## src/rtl/uart_rx_pkg.sv

```systemverilog
package uart_rx_pkg;

  typedef enum logic [2:0] {
    S_IDLE   = 3'd0,
    S_START  = 3'd1,
    S_DATA   = 3'd2,
    S_PARITY = 3'd3,
    S_STOP   = 3'd4
  } rxState_t;

  // Strobes from the control sequencer to the datapath.
  typedef struct packed {
    logic clearShift;
    logic shiftBit;
    logic captParity;
    logic loadBuf;
  } rxStrobe_t;

endpackage

```

## src/rtl/uart_rx_tick.sv

```systemverilog
module uart_rx_tick #(
  parameter int TICK_DIV = 4
) (
  input  logic clk,
  input  logic rst_n,
  input  logic rxEn,
  output logic tick
);
  localparam int CW = (TICK_DIV > 1) ? $clog2(TICK_DIV) : 1;

  generate
    if (TICK_DIV == 1) begin : g_direct
      assign tick = rxEn;
    end else begin : g_div
      logic [CW-1:0] divCnt;
      always_ff @(posedge clk or negedge rst_n) begin
        if (!rst_n) begin
          divCnt <= '0;
        end else if (!rxEn) begin
          divCnt <= '0;
        end else if (divCnt == CW'(TICK_DIV - 1)) begin
          divCnt <= '0;
        end else begin
          divCnt <= divCnt + 1'b1;
        end
      end
      assign tick = rxEn && (divCnt == CW'(TICK_DIV - 1));
    end
  endgenerate

endmodule

```

## src/rtl/uart_rx_ctrl.sv

```systemverilog
module uart_rx_ctrl
  import uart_rx_pkg::*;
#(
  parameter int OVERSAMPLE = 16,
  parameter int MIN_BITS   = 5,
  parameter int DATA_MAX   = 8
) (
  input  logic       clk,
  input  logic       rst_n,
  input  logic       rxEn,
  input  logic       tick,
  input  logic       rxSync,
  input  logic [1:0] frameBits,
  input  logic       parityEn,
  input  logic       parityOdd,
  output rxStrobe_t  strobe,
  output logic [1:0] fmtBits,
  output logic       fmtParEn,
  output logic       fmtParOdd
);
  localparam int CNT_W = $clog2(OVERSAMPLE);
  localparam int IDX_W = $clog2(DATA_MAX);
  localparam logic [CNT_W-1:0] MID  = CNT_W'(OVERSAMPLE / 2 - 1);
  localparam logic [CNT_W-1:0] LAST = CNT_W'(OVERSAMPLE - 1);

  rxState_t         state;
  logic [CNT_W-1:0] tickCnt;
  logic [IDX_W-1:0] bitIdx;
  logic [IDX_W-1:0] lastIdx;

  assign lastIdx = IDX_W'(fmtBits) + IDX_W'(MIN_BITS - 1);

  always_ff @(posedge clk or negedge rst_n) begin
    if (!rst_n) begin
      state     <= S_IDLE;
      tickCnt   <= '0;
      bitIdx    <= '0;
      fmtBits   <= '0;
      fmtParEn  <= 1'b0;
      fmtParOdd <= 1'b0;
    end else if (!rxEn) begin
      state   <= S_IDLE;
      tickCnt <= '0;
      bitIdx  <= '0;
    end else if (tick) begin
      unique case (state)
        S_IDLE: begin
          if (!rxSync) begin
            state     <= S_START;
            tickCnt   <= '0;
            fmtBits   <= frameBits;
            fmtParEn  <= parityEn;
            fmtParOdd <= parityOdd;
          end
        end
        S_START: begin
          if (tickCnt == MID) begin
            tickCnt <= '0;
            bitIdx  <= '0;
            state   <= rxSync ? S_IDLE : S_DATA;
          end else begin
            tickCnt <= tickCnt + 1'b1;
          end
        end
        S_DATA: begin
          if (tickCnt == LAST) begin
            tickCnt <= '0;
            if (bitIdx == lastIdx) begin
              state <= fmtParEn ? S_PARITY : S_STOP;
            end else begin
              bitIdx <= bitIdx + 1'b1;
            end
          end else begin
            tickCnt <= tickCnt + 1'b1;
          end
        end
        S_PARITY: begin
          if (tickCnt == LAST) begin
            tickCnt <= '0;
            state   <= S_STOP;
          end else begin
            tickCnt <= tickCnt + 1'b1;
          end
        end
        S_STOP: begin
          if (tickCnt == LAST) begin
            tickCnt <= '0;
            state   <= S_IDLE;
          end else begin
            tickCnt <= tickCnt + 1'b1;
          end
        end
        default: state <= S_IDLE;
      endcase
    end
  end

  logic atLast;
  assign atLast = rxEn && tick && (tickCnt == LAST);

  always_comb begin
    strobe            = '0;
    strobe.clearShift = rxEn && tick && (state == S_START) && (tickCnt == MID) && !rxSync;
    strobe.shiftBit   = atLast && (state == S_DATA);
    strobe.captParity = atLast && (state == S_PARITY);
    strobe.loadBuf    = atLast && (state == S_STOP);
  end

  // a disabled receiver is parked idle on the next cycle
  a_r8_idle_when_off: assert property (@(posedge clk) disable iff (!rst_n)
    !rxEn |=> (state == S_IDLE));

  // bit index never passes the latched frame width
  a_r2_idx_bound: assert property (@(posedge clk) disable iff (!rst_n)
    (state == S_DATA) |-> (bitIdx <= lastIdx));

  // a start bit seen high at its centre returns to idle
  a_r1_false_start: assert property (@(posedge clk) disable iff (!rst_n)
    (rxEn && tick && state == S_START && tickCnt == MID && rxSync) |=> (state == S_IDLE));

  // at most one strobe per cycle
  a_r6_one_strobe: assert property (@(posedge clk) disable iff (!rst_n)
    $onehot0(strobe));

endmodule

```

## src/rtl/uart_rx_dpath.sv

```systemverilog
module uart_rx_dpath
  import uart_rx_pkg::*;
#(
  parameter int MIN_BITS    = 5,
  parameter int DATA_MAX    = 8,
  parameter int SYNC_STAGES = 2
) (
  input  logic                clk,
  input  logic                rst_n,
  input  logic                rxLine,
  input  rxStrobe_t           strobe,
  input  logic [1:0]          fmtBits,
  input  logic                fmtParEn,
  input  logic                fmtParOdd,
  input  logic                rdStrobe,
  output logic                rxSync,
  output logic [DATA_MAX-1:0] rxData,
  output logic                rxDone,
  output logic                parityErr,
  output logic                frameErr,
  output logic                overrun
);
  localparam int SH_W = $clog2(DATA_MAX) + 1;

  logic [SYNC_STAGES-1:0] syncReg;
  always_ff @(posedge clk or negedge rst_n) begin
    if (!rst_n) syncReg <= '1;
    else        syncReg <= {syncReg[SYNC_STAGES-2:0], rxLine};
  end
  assign rxSync = syncReg[SYNC_STAGES-1];

  logic [DATA_MAX-1:0] shiftReg;
  logic                parBit;
  always_ff @(posedge clk or negedge rst_n) begin
    if (!rst_n) begin
      shiftReg <= '0;
      parBit   <= 1'b0;
    end else if (strobe.clearShift) begin
      shiftReg <= '0;
      parBit   <= 1'b0;
    end else if (strobe.shiftBit) begin
      shiftReg <= {rxSync, shiftReg[DATA_MAX-1:1]};
    end else if (strobe.captParity) begin
      parBit <= rxSync;
    end
  end

  // Right-justify: first bit received sits at DATA_MAX - width.
  logic [SH_W-1:0]     shAmt;
  logic [DATA_MAX-1:0] aligned;
  logic                parMismatch;
  assign shAmt       = SH_W'(DATA_MAX - MIN_BITS) - SH_W'(fmtBits);
  assign aligned     = shiftReg >> shAmt;
  assign parMismatch = fmtParEn && ((^aligned ^ parBit) != fmtParOdd);

  always_ff @(posedge clk or negedge rst_n) begin
    if (!rst_n) begin
      rxData    <= '0;
      rxDone    <= 1'b0;
      parityErr <= 1'b0;
      frameErr  <= 1'b0;
      overrun   <= 1'b0;
    end else if (strobe.loadBuf) begin
      rxData    <= aligned;
      rxDone    <= 1'b1;
      parityErr <= parMismatch;
      frameErr  <= !rxSync;
      overrun   <= (rxDone || overrun) && !rdStrobe;
    end else if (rdStrobe) begin
      rxDone  <= 1'b0;
      overrun <= 1'b0;
    end
  end

  // the buffer load raises the completion flag
  a_r6_done_after_load: assert property (@(posedge clk) disable iff (!rst_n)
    strobe.loadBuf |=> rxDone);

  // a read with no concurrent load clears both flags
  a_r7_read_clears: assert property (@(posedge clk) disable iff (!rst_n)
    (rdStrobe && !strobe.loadBuf) |=> (!rxDone && !overrun));

  // an unread buffer that is overwritten flags overrun
  a_r7_overrun: assert property (@(posedge clk) disable iff (!rst_n)
    (strobe.loadBuf && rxDone && !rdStrobe) |=> overrun);

  // bits above the frame width are zero after a load
  a_r3_upper_zero: assert property (@(posedge clk) disable iff (!rst_n)
    strobe.loadBuf |=> ((rxData >> (MIN_BITS + int'($past(fmtBits)))) == '0));

endmodule

```

## src/rtl/uart_rx_varlen.sv

```systemverilog
module uart_rx_varlen
  import uart_rx_pkg::*;
#(
  parameter int TICK_DIV    = 4,
  parameter int OVERSAMPLE  = 16,
  parameter int SYNC_STAGES = 2
) (
  input  logic       clk,
  input  logic       rst_n,
  input  logic       rxEn,
  input  logic       rxLine,
  input  logic [1:0] frameBits,
  input  logic       parityEn,
  input  logic       parityOdd,
  input  logic       rdStrobe,
  output logic [7:0] rxData,
  output logic       rxDone,
  output logic       parityErr,
  output logic       frameErr,
  output logic       overrun
);
  localparam int MIN_BITS = 5;
  localparam int DATA_MAX = 8;

  logic      tick;
  logic      rxSync;
  rxStrobe_t strobe;
  logic [1:0] fmtBits;
  logic      fmtParEn;
  logic      fmtParOdd;

  uart_rx_tick #(.TICK_DIV(TICK_DIV)) tick_i (
    .clk(clk), .rst_n(rst_n), .rxEn(rxEn), .tick(tick)
  );

  uart_rx_ctrl #(
    .OVERSAMPLE(OVERSAMPLE), .MIN_BITS(MIN_BITS), .DATA_MAX(DATA_MAX)
  ) ctrl_i (
    .clk(clk), .rst_n(rst_n), .rxEn(rxEn), .tick(tick), .rxSync(rxSync),
    .frameBits(frameBits), .parityEn(parityEn), .parityOdd(parityOdd),
    .strobe(strobe), .fmtBits(fmtBits), .fmtParEn(fmtParEn), .fmtParOdd(fmtParOdd)
  );

  uart_rx_dpath #(
    .MIN_BITS(MIN_BITS), .DATA_MAX(DATA_MAX), .SYNC_STAGES(SYNC_STAGES)
  ) dpath_i (
    .clk(clk), .rst_n(rst_n), .rxLine(rxLine), .strobe(strobe),
    .fmtBits(fmtBits), .fmtParEn(fmtParEn), .fmtParOdd(fmtParOdd),
    .rdStrobe(rdStrobe), .rxSync(rxSync), .rxData(rxData), .rxDone(rxDone),
    .parityErr(parityErr), .frameErr(frameErr), .overrun(overrun)
  );

endmodule

```

## config.mk

```make
export PLATFORM = sky130hd
export DESIGN_NAME = uart_rx_varlen
export DESIGN_NICKNAME = d
export VERILOG_FILES = /design/src/rtl/uart_rx_pkg.sv /design/src/rtl/uart_rx_tick.sv /design/src/rtl/uart_rx_ctrl.sv /design/src/rtl/uart_rx_dpath.sv /design/src/rtl/uart_rx_varlen.sv
export SDC_FILE = /design/constraint.sdc
export NUM_CORES = 1
export LEC_CHECK = 0
export BUFFER_PORTS_ARGS = -buffer_cell sky130_fd_sc_hd__buf_2
export CAP_MARGIN = 10
export CORE_AREA = 10 10 75 109
export CTS_BUF_LIST = sky130_fd_sc_hd__clkbuf_4 sky130_fd_sc_hd__clkbuf_8 sky130_fd_sc_hd__clkbuf_16
export CTS_CLUSTER_SIZE = 16
export DETAILED_ROUTE_END_ITERATION = 12
export DIE_AREA = 0 0 85 119
export GPL_ROUTABILITY_DRIVEN = 0
export PLACE_DENSITY_LB_ADDON = 0.25
export SLEW_MARGIN = 25
export SYNTH_ARGS = -nofsm -noshare
export SYNTH_HDL_FRONTEND = slang
export SYNTH_SLANG_ARGS = --single-unit
```

## constraint.sdc

```tcl
create_clock -name clk -period 3.5 [get_ports clk]
set_input_delay 0.7 -clock clk [delete_from_list [all_inputs] [get_ports clk]]
set_output_delay 0.7 -clock clk [all_outputs]
set_load 0.1 [all_outputs]
```

# Word-level counts from Yosys, hierarchy flattened

Index checks and enable logic that the tools add are counted.

Bits of input ports: 9
Memories: 0
ROM bits: 0
Latch bits: 0
RAM bits: 0
Register bits after elaboration: 39
Output and inout port bits: 12

Shifts and indexed selects: 1
Equality and inequality tests: 20
Multipliers: 0
Multiplexer cells: 33
Add/sub/neg operators: 5
$lt $le $gt $ge: 0
Divide/modulo/power cells: 0
Bitwise logic cells: 2
Reductions and logical operators: 25

Operator list:

| kind                                                                   | count |
|---|---|
| 3-bit two-way mux                                                      | 14 |
| 4-bit two-way mux                                                      | 5 |
| 8-bit two-way mux                                                      | 2 |
| 3-bit by 2-bit != test with 1-bit output (second input constant)       | 5 |
| 3-bit case mux with 5 select lines                                     | 1 |
| 4-bit case mux with 3 select lines                                     | 1 |
| 1-bit logical AND                                                      | 11 |
| 8-bit parity                                                           | 1 |
| 8-bit by 4-bit >> shifter with 8-bit output                            | 1 |
| 7-bit AND reduction                                                    | 1 |
| 3-bit by 2-bit equality test with 1-bit output (second input constant) | 2 |
| 1-bit two-way mux                                                      | 6 |
| 2-bit two-way mux                                                      | 3 |
| 3-bit != test (second input constant)                                  | 2 |
| 3-bit case mux with 2 select lines                                     | 1 |
| 2-bit nonzero test                                                     | 3 |
| 5-bit AND reduction                                                    | 1 |
| 4-bit by 1-bit adder with 4-bit output (second input constant)         | 1 |
| 4-bit by 3-bit equality test with 1-bit output (second input constant) | 1 |
| 4-bit equality test (second input constant)                            | 1 |
| 2-bit by 1-bit != test with 1-bit output (second input constant)       | 2 |
| 4-bit by 2-bit != test with 1-bit output (second input constant)       | 1 |
| 4-bit AND reduction                                                    | 1 |
| 2-bit by 3-bit adder with 3-bit output (second input constant)         | 1 |
| 17 further kinds                                                       | 18 |

# Depth between registers and ports, before layout

Gate-level depths: netlist of run 1.

Depth after elaboration: 8
Depth in mapped cells: 7
Depth with buffers taken out: 6

# By module

Synthesis of run 1 repeated with hierarchy kept, for this count alone.

Cell total of the unflattened synthesis: 216
Area total of the unflattened synthesis: 2,267.2 sq um

By module, submodules not included:

| module        | cells an instance | times used | area an instance (sq um) |
|---|---|---|---|
| uart_rx_dpath | 97                | 1          | 1,162.4 |
| uart_rx_ctrl  | 113               | 1          | 1,016.0 |
| uart_rx_tick  | 6                 | 1          | 88.8 |

# Worst setup path after synthesis of run 1

OpenSTA, ideal clock, no wires.

Kind: register to register
From: register ctrl_i.tickCnt[0]
To: register ctrl_i.state[0]
Clock period less this slack: 2.128 ns
Setup slack: 1.372 ns
Library setup time: 0.125 ns
Cell stages (with the launch flop): 8
Arrival: 2.003 ns
Path buffers: 1
Cells stage by stage: dfrtp_1 -> ha_1 -> and3_1 -> clkbuf_1 -> a2111oi_0 -> nor4_1 -> o22ai_1 -> mux2_2

Longest elaborated chain between the ends: 3
Elaborated cells on any way between the ends: 7
Those cells by class: 6 x eq/ne; 1 x reduce/logical

RTL lines:

| what                                                                                  | line               | text |
|---|---|---|
| start, declared                                                                       | uart_rx_ctrl.sv:27 | `logic [CNT_W-1:0] tickCnt;` |
| start signal, assigned                                                                | uart_rx_ctrl.sv:62 | `tickCnt <= tickCnt + 1'b1;` |
| start signal, assigned                                                                | uart_rx_ctrl.sv:74 | `tickCnt <= tickCnt + 1'b1;` |
| start signal, assigned                                                                | uart_rx_ctrl.sv:82 | `tickCnt <= tickCnt + 1'b1;` |
| 4-bit equality test or 4-bit by 3-bit equality test with 1-bit output (tied branches) | n/a                |  |
| 3-bit by 2-bit != test with 1-bit output (no line)                                    | n/a                |  |
| 7-bit AND reduction (no line) *                                                       | n/a                |  |
| end signal, assigned                                                                  | uart_rx_ctrl.sv:60 | `state <= rxSync ? S_IDLE : S_DATA;` |
| end signal, assigned                                                                  | uart_rx_ctrl.sv:69 | `state <= fmtParEn ? S_PARITY : S_STOP;` |
| end, declared                                                                         | uart_rx_ctrl.sv:26 | `rxState_t state;` |

Every way passes the cells marked *; elsewhere a longest branch is shown, timed or not.
A chain may end at the register's enable or synchronous reset.

# Worst setup path after layout of run 1

From: register ctrl_i.fmtBits[0]
To: register dpath_i.parityErr

Longest elaborated chain between the ends: 6

RTL lines:

| what                                        | line                | text |
|---|---|---|
| start, declared                             | uart_rx_ctrl.sv:17  | `output logic [1:0] fmtBits,` |
| start signal, assigned                      | uart_rx_ctrl.sv:51  | `fmtBits <= frameBits;` |
| 2-bit by 2-bit subtractor with 3-bit output | uart_rx_dpath.sv:52 | `assign shAmt = SH_W'(DATA_MAX - MIN_BITS) - SH_W'(fmtBits);` |
| 8-bit by 4-bit >> shifter with 8-bit output | uart_rx_dpath.sv:53 | `assign aligned = shiftReg >> shAmt;` |
| 8-bit parity                                | uart_rx_dpath.sv:54 | `assign parMismatch = fmtParEn && ((^aligned ^ parBit) != fmtParOdd);` |
| 1-bit XOR                                   | uart_rx_dpath.sv:54 |  |
| 1-bit != test                               | uart_rx_dpath.sv:54 |  |
| 1-bit logical AND                           | uart_rx_dpath.sv:54 |  |
| end signal, assigned                        | uart_rx_dpath.sv:66 | `parityErr <= parMismatch;` |
| end, declared                               | uart_rx_dpath.sv:19 | `output logic parityErr,` |

Every way passes these cells.

==> results of run 1 <==
-- synthesized netlist by cell type, drive strengths merged (2+ instances only) --
| cell | n | share of area |
|---|---|---|
| dfrtp | 37 | 0.43 |
| nand2 | 28 | 0.049 |
| o21ai | 18 | 0.042 |
| nor2 | 17 | 0.030 |
| mux2i | 14 | 0.066 |
| clkbuf | 9 | 0.016 |
| inv | 8 | 0.014 |
| mux2 | 7 | 0.037 |
| a21oi | 6 | 0.014 |
| nand3 | 6 | 0.014 |
| xnor2 | 5 | 0.021 |
| nor2b | 4 | 0.012 |
| nor3 | 4 | 0.0094 |
| a31oi | 3 | 0.0088 |
| buf | 3 | 0.010 |
| ha | 3 | 0.018 |
| mux4 | 3 | 0.033 |
| nand3b | 3 | 0.011 |
| nor4 | 3 | 0.0088 |
| xor2 | 3 | 0.012 |
| a21o | 2 | 0.0070 |
| and2 | 2 | 0.0059 |
| and3 | 2 | 0.0059 |
| dfstp | 2 | 0.025 |
| nand2b | 2 | 0.0059 |
| nand4 | 2 | 0.0059 |
| o211ai | 2 | 0.0070 |
| xnor3 | 2 | 0.021 |
-- worst paths after layout --
kind	startpoint	end	slack, ps	cells after the start
setup reg to reg	ctrl_i.fmtBits[0]$_DFFE_PN0P_	dpath_i.parityErr$_DFFE_PN0P_	1080	5
max in group asynchronous	rst_n	dpath_i.parBit$_DFFE_PN0P_	2420	1
min in group asynchronous	rst_n	dpath_i.rxDone$_DFFE_PN0P_	530	1
hold reg to reg	dpath_i.syncReg[0]$_DFF_PN1_	dpath_i.syncReg[1]$_DFF_PN1_	360	0
hold / removal	dpath_i.syncReg[0]$_DFF_PN1_	dpath_i.syncReg[1]$_DFF_PN1_	360	0
setup / recovery	ctrl_i.fmtBits[0]$_DFFE_PN0P_	dpath_i.parityErr$_DFFE_PN0P_	1080	5
-- where the power goes --
group | switching (W) | internal, W | leakage, nW
combinational | 0.0000682 | 0.0000848 | 0.570
sequential | 0.0000759 | 0.000481 | 0.530
clock | 0.000154 | 0.000155 | 0.0470
-- state kept, by name, indices dropped and copies added (netlist names) --
name / count
ctrl_i.bitIdx: 3
ctrl_i.fmtBits: 2
ctrl_i.fmtParEn: 1
ctrl_i.fmtParOdd: 1
ctrl_i.state: 3
ctrl_i.tickCnt: 4
dpath_i.frameErr: 1
dpath_i.overrun: 1
dpath_i.parBit: 1
dpath_i.parityErr: 1
dpath_i.rxData: 8
dpath_i.rxDone: 1
dpath_i.shiftReg: 8
dpath_i.syncReg: 2
tick_i.g_div.divCnt: 2
-- cell families (layout without fill, tap and decap cells) --
kind of cell,Yosys count,count (layout),synth area share
compound gates,39,39,0.111
fa+ha+maj,3,3,0.0176
xor+xnor,10,10,0.0540
mux,24,24,0.136
simple gates,79,79,0.183
flops,39,39,0.459
buf+inv,20,35,0.0399
-- critical path, stage by stage, from the launching register on --
cell,delay (ps)
dfrtp_1,690
mux4_2,600
xor2_1,170
xnor3_1,390
xnor3_1,360
o21ai_1,130
-- stage by stage --
| stage | cell area, um2 | setup slack, ps |
|---|---|---|
| after floorplan | 2130 | 1370 |
| after global placement | 2270 | 1140 |
| after detailed placement | 2270 | 1110 |
| after CTS | 2360 | 1080 |
| after global routing | 2360 | 939 |
| final | 2360 | 1080 |
-- layout make-up --
cell class	count	area (um2)	area share
clock inverter	1	5.00	0.00212
sequential	39	978	0.415
timing repair buffer	20	100	0.0424
tap	76	95.1	0.0403
multi-input combinational	155	1070	0.453
clock buffer	6	82.6	0.0350
inverter	8	30.0	0.0127
-- routing by layer --
layer  vias to the layer above  global-route usage
met4                         0              0.0413
met5                         -                   0
met3                         6              0.0246
met1                       751              0.0979
met2                        33               0.166
li1                        784                   -
==> impl_metrics.ini, run 1 <==
[drt]
wire_per_inst_um = 15.0
post-route-drc-count = 0
routed-wl-met3_um = 211
dr_total_vias = 1574
first_pass_iters = 4
final_antenna_net_count = 0
via_per_inst = 5.16
drtIter0Drc = 53
met1Wirelength_um = 1870
top_layer_used = met4
wl_met2_um = 2430
wl_um = 4590

[logic_synthesis]
synth_edf_count = 0
ys_seq_elements = 39
postSynthAreaPerCell_um2 = 9.96
synth-async-reset-ratio = 1.00
syn_area_um2 = 2130
synth_nets = 226
yosysUniqueCellTypes = 45
yosysSeqAreaShare = 0.459
yosysWarnings = 0
syn_inst = 214
dominantRegCellSynth = dfrtp_1

[clock_tree]
clk_path_buf_depth = 2
tritoncts = done
postCtsSetupBuffers = 0
path_clk_slew_ps = 80
numCtsBuffers = 5
h-tree-depth = 2
clock-sinks = 39
hold_buffers = 0
clk_latency_ps = 290
cts-resized-gates = 0
clock-root-buffer = clkbuf_8

[worst_setup_path]
path_max_fanout = 15
arrival_ps = 2650
crit_type = reg2reg
end_kind = flop
startpoint_type = flop
cp.required_ps = 3720

[placement]
port_buffers = 20
place_hpwl_um = 3320
dp.cells = 298

[finish]
antenna_cells = 0
syn2layout_area_growth_pct = 10.7
stdcell_count = 305
nets = 241
utilization = 0.372
layout_common_cells = dfrtp_1, nand2_1, buf_2, o21ai_0, nor2_1
post_route_cells_drive_above_1_share = 0.175
fillers = 635
final_common_cell = dfrtp_1

[timing]
clock_skew_ps = 6.47
setup_violations = 0
layout_min_cycle_time_ps = 2420
hold_violations = 0
finalSetupTns_ps = 0
whs_ps = 358
maxClockFrequency_mhz = 412
period_share = 0.693
rsz0062_at_grt = no
worst_slew_pin_slew_ps = 880
finalMaxSlewViolations = 0
slew_headroom = 0.413

[global_route]
grt_start_max_net_pins = 40
grt_pass1_wl_um = 7780
track_usage = 0.0929
grt_antenna_before_repair = 0
grt-ovfl-total = 0
grt_pass1_vias = 1568

[floorplanning]
pin_count = 21
dieWidth_um = 85
die_area_um2 = 10100
die_h_um = 119
coreArea_um2 = 6350
start_util = 0.336
fp-row-count = 36

[pwr]
p_total_w = 0.00102
power_density_nw_per_um2 = 432
p_leak_nw = 1.15
ir_worst_vdd_mv = 0.177

[min_path]
hold_class = reg2reg

[job]
max_cap_viol_count = 0

[status]
outcome = finished, final reports clean
Power figures use the tool's default switching activity.
==> run 2: changes to the inputs <==
==> constraint.sdc (replaced) <==
create_clock -name clk -period 2.4 [get_ports clk]
set_input_delay 0.48 -clock clk [delete_from_list [all_inputs] [get_ports clk]]
set_output_delay 0.48 -clock clk [all_outputs]
set_load 0.1 [all_outputs]
==> impl_metrics.ini, run 2 (same netlist as run 1, synthesis figures left out) <==
[global_route]
grt_pass1_vias = 1638
grt-ovfl-total = 0
grt_antenna_before_repair = 0
grt_start_max_net_pins = 40
grt_pass1_wl_um = 7740
track_usage = 0.0920

[worst_setup_path]
cp_top_family = compound AO/OA/AOI/OAI gates
critPathMaxStageDelay_ps = 410
crit_type = reg2reg
path_max_fanout = 5
startpoint_type = flop
ff2ff_path_depth = 6
crit_chain = ha_1, and3_1, a2111oi_0, nor4_1, o22ai_1, mux2_2
arrival_ps = 2300
slowest_stage = dfrtp_1
end_kind = flop
path_depth = 6
path_buf_inv = 0
reg2reg_setup_slack_ps = 280
cp.required_ps = 2570

[timing]
whs_ps = 282
worst_slew_pin_slew_ps = 873
finalWorstSetupSlack_ps = 275
finalSetupTns_ps = 0
layout_min_cycle_time_ps = 2120
hold_violations = 0
maxClockFrequency_mhz = 471
rsz0062_at_grt = no
setup_violations = 0
period_share = 0.885
slew_headroom = 0.418
finalMaxSlewViolations = 0
clock_skew_ps = 6.98

[placement]
port_buffers = 20
dp_slack_ps = 279
dp.cells = 307
place_hpwl_um = 3460

[clock_tree]
cts-resized-gates = 0
numCtsBuffers = 5
tritoncts = done
clk_latency_ps = 290
h-tree-depth = 2
clock-sinks = 39
clock-root-buffer = clkbuf_8
clk_path_buf_depth = 2
path_clk_slew_ps = 80
postCtsSetupBuffers = 0
hold_buffers = 0

[drt]
wl_um = 4560
final_antenna_net_count = 0
dr_total_vias = 1613
post-route-drc-count = 0
via_per_inst = 5.12
wire_per_inst_um = 14.5
drtIter0Drc = 54
first_pass_iters = 4

[pwr]
combPwrFrac = 0.212
p_sw_frac = 0.295
p_leak_nw = 1.19
pwr-share-seq = 0.494
p_int_w = 0.00107
p_clk_frac = 0.294
ir_worst_vdd_mv = 0.226
p_switching_w = 0.000447
power_density_nw_per_um2 = 624

[floorplanning]
die_area_um2 = 10100
pin_count = 21
fp-row-count = 36
start_util = 0.336
coreArea_um2 = 6350
die_h_um = 119
dieWidth_um = 85

[finish]
antenna_cells = 0
final_common_cell = dfrtp_1
stdcell_count = 315
nets = 250
syn2layout_area_growth_pct = 13.9
utilization = 0.382
reg.largest.list = dpath_i.rxData x8, dpath_i.shiftReg x8, ctrl_i.tickCnt x4
layout_common_cells = dfrtp_1, nand2_1, buf_2, o21ai_0, nor2_1
post_route_cells_drive_above_1_share = 0.209

[status]
outcome = finished, final reports clean

[min_path]
hold_class = in2reg
whs_path_depth = 1

[job]
max_cap_viol_count = 0
[run 2: cell count changes in the layout (fill, tap and decap cells not counted), sizes merged]
cell and delta:
clkinvlp +1, buf +9
[run 2: metal layers]
metal	track usage	vias to the layer above	share of wire	routed length, um
li1	-	803	-	-
met1	0.0896	784	0.39	1770
met5	0	-	0	0
met3	0.0218	4	0.037	170
met4	0.0403	0	0.011	51
met2	0.175	22	0.56	2570
[run 2: through the flow]
step	total power [W]	area [um2]
floorplan	0.00100	2130
global placement	0.00108	2340
global route	0.00160	2430
finish	0.00151	2430
detailed placement	0.00109	2340
CTS	0.00154	2430
[run 2: power groups by stage]
stage / clock [W] / combinational, W / sequential (W)
2_1_floorplan: 0 / 0.000255 / 0.000745
3_3_place_gp: 0 / 0.000321 / 0.000763
3_5_place_dp: 0 / 0.000322 / 0.000763
4_1_cts: 0.000468 / 0.000324 / 0.000751
5_1_grt: 0.000490 / 0.000356 / 0.000758
6_report: 0.000445 / 0.000321 / 0.000749
[run 2: worst reg2reg max path: cells and delay by family (launching register included)]
family                     cells  cell delay, ps
AOI/OAI and AO/OA              2             710
adders and majority gates      1             250
DFF                            1             410
and+or+nand+nor                2             250
muxes                          1             380
[run 2: layout make-up]
class / count / area (um2)
clock inverter: 2 / 12.5
sequential: 39 / 978
timing repair buffer: 29 / 168
clock buffer: 6 / 76.3
tap: 76 / 95.1
fill: 626 / 3920
multi-input combinational: 155 / 1070
inverter: 8 / 30.0
[run 2: final timing paths]
path                                                    start                               to
worst max register to register  ctrl_i.tickCnt[0]$_DFFE_PN0P_      ctrl_i.state[0]$_DFFE_PN0P_
max in group asynchronous                               rst_n  dpath_i.shiftReg[2]$_DFFE_PN0P_
worst min register to register   dpath_i.syncReg[0]$_DFF_PN1_     dpath_i.syncReg[1]$_DFF_PN1_
worst max-delay path            ctrl_i.tickCnt[0]$_DFFE_PN0P_      ctrl_i.state[0]$_DFFE_PN0P_
worst min-delay path                                   rxLine     dpath_i.syncReg[0]$_DFF_PN1_
min in group asynchronous                               rst_n       dpath_i.rxDone$_DFFE_PN0P_
